$ cat config.mk
export PLATFORM = sky130hd
export DESIGN_NAME = carry_skip_addsub
export DESIGN_NICKNAME = d
export VERILOG_FILES = /design/src/rtl/csa_pkg.sv /design/src/rtl/csa_operand_prep.sv /design/src/rtl/csa_block.sv /design/src/rtl/carry_skip_addsub.sv
export SDC_FILE = /design/constraint.sdc
export NUM_CORES = 1
export LEC_CHECK = 0
export BUFFER_PORTS_ARGS = -buffer_cell sky130_fd_sc_hd__clkbuf_2
export CAP_MARGIN = 20
export CORE_ASPECT_RATIO = 1.25
export CORE_MARGIN = 10
export CORE_UTILIZATION = 43
export DETAILED_ROUTE_END_ITERATION = 12
export GPL_TIMING_DRIVEN = 0
export PLACE_DENSITY = 0.82
export SLEW_MARGIN = 10
export SYNTH_ARGS = -nofsm -noshare
export SYNTH_HDL_FRONTEND = slang
export SYNTH_SLANG_ARGS = --single-unit
$ cat constraint.sdc
create_clock -name vclk -period 21.4
set_input_delay 4.28 -clock vclk [all_inputs]
set_output_delay 4.28 -clock vclk [all_outputs]
set_load 0.02 [all_outputs]
$ cat src/rtl/csa_pkg.sv
package csa_pkg;
  typedef struct packed {
    logic p;
    logic g;
  } pg_t;

  // Bit propagate and generate of one effective operand pair
  function automatic pg_t bit_pg(input logic a, input logic b);
    pg_t r;
    r.p = a ^ b;
    r.g = a & b;
    return r;
  endfunction

  // Operand conditioning for two's-complement subtraction
  function automatic logic cond_b(input logic b, input logic sub);
    return b ^ sub;
  endfunction
endpackage

$ cat src/rtl/csa_operand_prep.sv
module csa_operand_prep
  import csa_pkg::*;
#(
  parameter int WIDTH = 32
) (
  input  logic [WIDTH-1:0] a,
  input  logic [WIDTH-1:0] b,
  input  logic             cin,
  input  logic             sub,
  output logic [WIDTH-1:0] p,
  output logic [WIDTH-1:0] g,
  output logic             cin_eff
);
  genvar i;
  generate
    for (i = 0; i < WIDTH; i++) begin : g_bit
      pg_t pg;
      assign pg   = bit_pg(a[i], cond_b(b[i], sub));
      assign p[i] = pg.p;
      assign g[i] = pg.g;
    end
  endgenerate

  assign cin_eff = sub | cin;
endmodule

$ cat src/rtl/csa_block.sv
module csa_block #(
  parameter int BW = 8
) (
  input  logic [BW-1:0] p,
  input  logic [BW-1:0] g,
  input  logic          c_in,
  output logic [BW-1:0] s,
  output logic          c_out,
  output logic          gp
);
  logic ripple_out;

  always_comb begin
    logic cr;
    cr = c_in;
    for (int i = 0; i < BW; i++) begin
      s[i] = p[i] ^ cr;
      cr   = g[i] | (p[i] & cr);
    end
    ripple_out = cr;
  end

  assign gp    = &p;
  assign c_out = gp ? c_in : ripple_out;

  // Assertions next to the skip selector
  always_comb begin
    AST_SKIP_AGREES: assert (c_out == ripple_out)
      else $error("skip carry disagrees with ripple carry");
    AST_GP_NO_GEN: assert (!gp || (g == '0))
      else $error("propagating block also generates");
  end
endmodule

$ cat src/rtl/carry_skip_addsub.sv
module carry_skip_addsub #(
  parameter int WIDTH = 32,
  parameter int BLK   = 8
) (
  input  logic [WIDTH-1:0]     op_a,
  input  logic [WIDTH-1:0]     op_b,
  input  logic                 carry_in,
  input  logic                 sub_mode,
  output logic [WIDTH-1:0]     sum,
  output logic                 carry_out,
  output logic [WIDTH/BLK-1:0] grp_prop
);
  localparam int NBLK = WIDTH / BLK;

  generate
    if ((WIDTH % BLK) != 0) begin : g_bad_width
      $error("block width must divide operand width");
    end
  endgenerate

  logic [WIDTH-1:0] bit_p;
  logic [WIDTH-1:0] bit_g;
  logic             cin_eff;
  logic [NBLK:0]    blk_c;

  csa_operand_prep #(.WIDTH(WIDTH)) u_prep (
    .a       (op_a),
    .b       (op_b),
    .cin     (carry_in),
    .sub     (sub_mode),
    .p       (bit_p),
    .g       (bit_g),
    .cin_eff (cin_eff)
  );

  assign blk_c[0] = cin_eff;

  genvar k;
  generate
    for (k = 0; k < NBLK; k++) begin : g_blk
      csa_block #(.BW(BLK)) u_blk (
        .p     (bit_p[k*BLK +: BLK]),
        .g     (bit_g[k*BLK +: BLK]),
        .c_in  (blk_c[k]),
        .s     (sum[k*BLK +: BLK]),
        .c_out (blk_c[k+1]),
        .gp    (grp_prop[k])
      );
    end
  endgenerate

  assign carry_out = blk_c[NBLK];

  // Arithmetic cross-checks of the structural result
  logic [WIDTH:0] ref_add;
  logic [WIDTH-1:0] ref_dif;
  assign ref_add = {1'b0, op_a} + {1'b0, op_b} + {{WIDTH{1'b0}}, carry_in};
  assign ref_dif = op_a - op_b;

  always_comb begin
    AST_ADD_RESULT: assert (sub_mode || ({carry_out, sum} == ref_add))
      else $error("add result mismatch");
    AST_SUB_RESULT: assert (!sub_mode || (sum == ref_dif))
      else $error("subtract result mismatch");
    AST_NO_BORROW: assert (!sub_mode || (carry_out == (op_a >= op_b)))
      else $error("borrow flag mismatch");
    AST_FULL_SKIP: assert (!(&grp_prop) || (carry_out == cin_eff))
      else $error("full skip carry mismatch");
  end
endmodule

==> flow_metrics.tcl <==
set metrics [dict create \
    cp_data_required_time_ps 17120 \
    nFillCells 363 \
    dp_cells 381 \
    tightest_slew_ps 350 \
    postSynthAreaPerCell_um2 8.44 \
    maxCapViolCount 0 \
    ys_warn_count 0 \
    cp_slowest_cell "fa_2" \
    die_area_um2 7440 \
    die_y_um 94.0 \
    gr-total-overflow 0 \
    grt_pass1_vias 1793 \
    wl_mm 5.04 \
    placement.io_buffers 102 \
    yosysSeqAreaShare 0 \
    start_util 0.452 \
    cellPowerDensity_nw_per_um2 41.2 \
    drv_slew 0 \
    pre_cts_slack_ps -653 \
    rsz0062_at_grt "yes" \
    slew_headroom 0.766 \
    ir_worst_vdd_mv 0.0187 \
    grt_util_all_layers 0.134 \
    drc 0 \
    p_leak_uw 0.00165 \
    hold_ws_ps 8990 \
    max_stage_delay_ps 420 \
    pin_count 103 \
    antenna_found_initial 0 \
    synthesis.area_um2 1880 \
    postCtsHoldBufs 0 \
    diodes 0 \
    nets 463 \
    ant_nets 0 \
    period_share 0.991 \
    min_period_ps 21220 \
    hp-start "op_a[31]" \
    synth.net_count 353 \
    fin_util 0.640 \
    finalSetupViolations 0 \
    design.seq.count 0 \
    max_freq_mhz 47.1 \
    critPathArrivalTime_ps 16940 \
    layout-drive-gt1-share 0.474 \
    grt_pass1_wl_mm 8.31 \
    areaGrowthSynthToFinish_pct 41.6 \
    seq_area_um2 0 \
    vias 1619 \
    status "completed" \
    via_per_inst 4.18 \
    routabilityCongestion 0.770 \
    drtPass1Iterations 4 \
    crit_start "sub_mode" \
    instances_no_fill 387 \
    finalHoldViolations 0 \
    rows 26 \
    core_um2 4160 \
    place_hpwl_mm 4.69 \
    worstSetupStartpointType "input pin" \
    synth_cells 223 \
    first_iter_violations 21 \
    critical_path_class "input pin to output pin" \
    wl_per_cell_um 13.0 \
    multi_input_area_um2 1590 \
    crit_fanout 7 \
    cp-end-kind "output pin" \
    worst_slack_ps 184 \
    clkbuf_count 0 \
    synthDistinctLibCells 18 \
    dieWidth_um 79.2 \
    hold_path_class "input pin to output pin" \
    crit_path_frequent_cell "fa_2" \
    grt_max_degree 11 \
]
## layout by cell type (no fill, tap or decap), types with 2 or more instances in the layout
master | Yosys | routed
clkbuf_2 | 0 | 100
inv_1 | 95 | 94
fa_2 | 0 | 32
ha_1 | 32 | 32
xor2_1 | 32 | 31
buf_4 | 4 | 11
nand4_1 | 8 | 8
nor2_1 | 4 | 4
buf_12 | 0 | 2
o21ai_1 | 1 | 2
## final cells by class
class,count,area share
Buffer,8,0.0324
Timing Repair Buffer,108,0.213
Tap cell,56,0.0263
Multi-Input combinational cell,120,0.595
Inverter,95,0.134
## worst max-delay path, delay by kind of cell
| family | cells | cell delay, ps |
|---|---|---|
| fa+ha+maj | 32 | 11390 |
| compound gates | 4 | 530 |
| buf+inv | 5 | 510 |
| xor+xnor | 1 | 130 |
| simple gates | 1 | 80 |
## cell families after synthesis
kind of cell | Yosys count | share of synthesized area
buffers and inverters | 103 | 0.219
AO/OA/AOI/OAI | 8 | 0.0312
XOR/XNOR | 32 | 0.149
adder cells (fa/ha/maj) | 64 | 0.553
AND/OR/NAND/NOR | 16 | 0.0478
## path summary, 6_finish.rpt
kind / slack [ps] / end / cells after the start
max: 180 / sum[31] / 43
min: 8990 / sum[31] / 3
## Yosys cell counts
library cell / n / area (um2)
inv_1: 95 / 357
fa_1: 32 / 641
ha_1: 32 / 400
xor2_1: 32 / 280
nand4_1: 8 / 50.1
buf_4: 4 / 30.0
nor2_1: 4 / 15.0
buf_2: 3 / 15.0
o21ai_0: 3 / 15.0
nand2_1: 2 / 7.51
a21o_1: 1 / 7.51
a311oi_2: 1 / 15.0
a31oi_1: 1 / 6.26
buf_6: 1 / 11.3
o21ai_1: 1 / 5.00
o21ba_2: 1 / 10.0
or2_2: 1 / 6.26
or4_4: 1 / 11.3
## routing by layer
layer  vias to the layer above  global-route usage  routed length (um)
met5                         -                   0                   0
met4                         0                   0                   0
met3                         0              0.0527                 546
met2                        60               0.262                2740
met1                       745               0.139                1760
li1                        814                   -                   -
## through the flow
step           instance area [um2]  TNS (ps)  total power (uW)
5_1_grt                       2670      -210               124
3_3_place_gp                  2540     -1360               103
4_1_cts                       2610         0               109
3_5_place_dp                  2540     -1550               106
2_1_floorplan                 1960         0              68.4
6_report                      2670         0               110
## where the power goes
group	switching (uW)	total, uW	internal, uW
registers	0	0	0
logic	66.5	110	43.2
clock network	0	0	0
## repair_timing
| action | in CTS | in global routing |
|---|---|---|
| resized for setup | 16 | 9 |
| endpoints found under the setup margin | 4 | 2 |
| pin swaps | 10 | 5 |
| buffers inserted | 2 | 4 |
| gates cloned | 0 | 0 |
No activity file was read; power rests on OpenSTA's default activity.
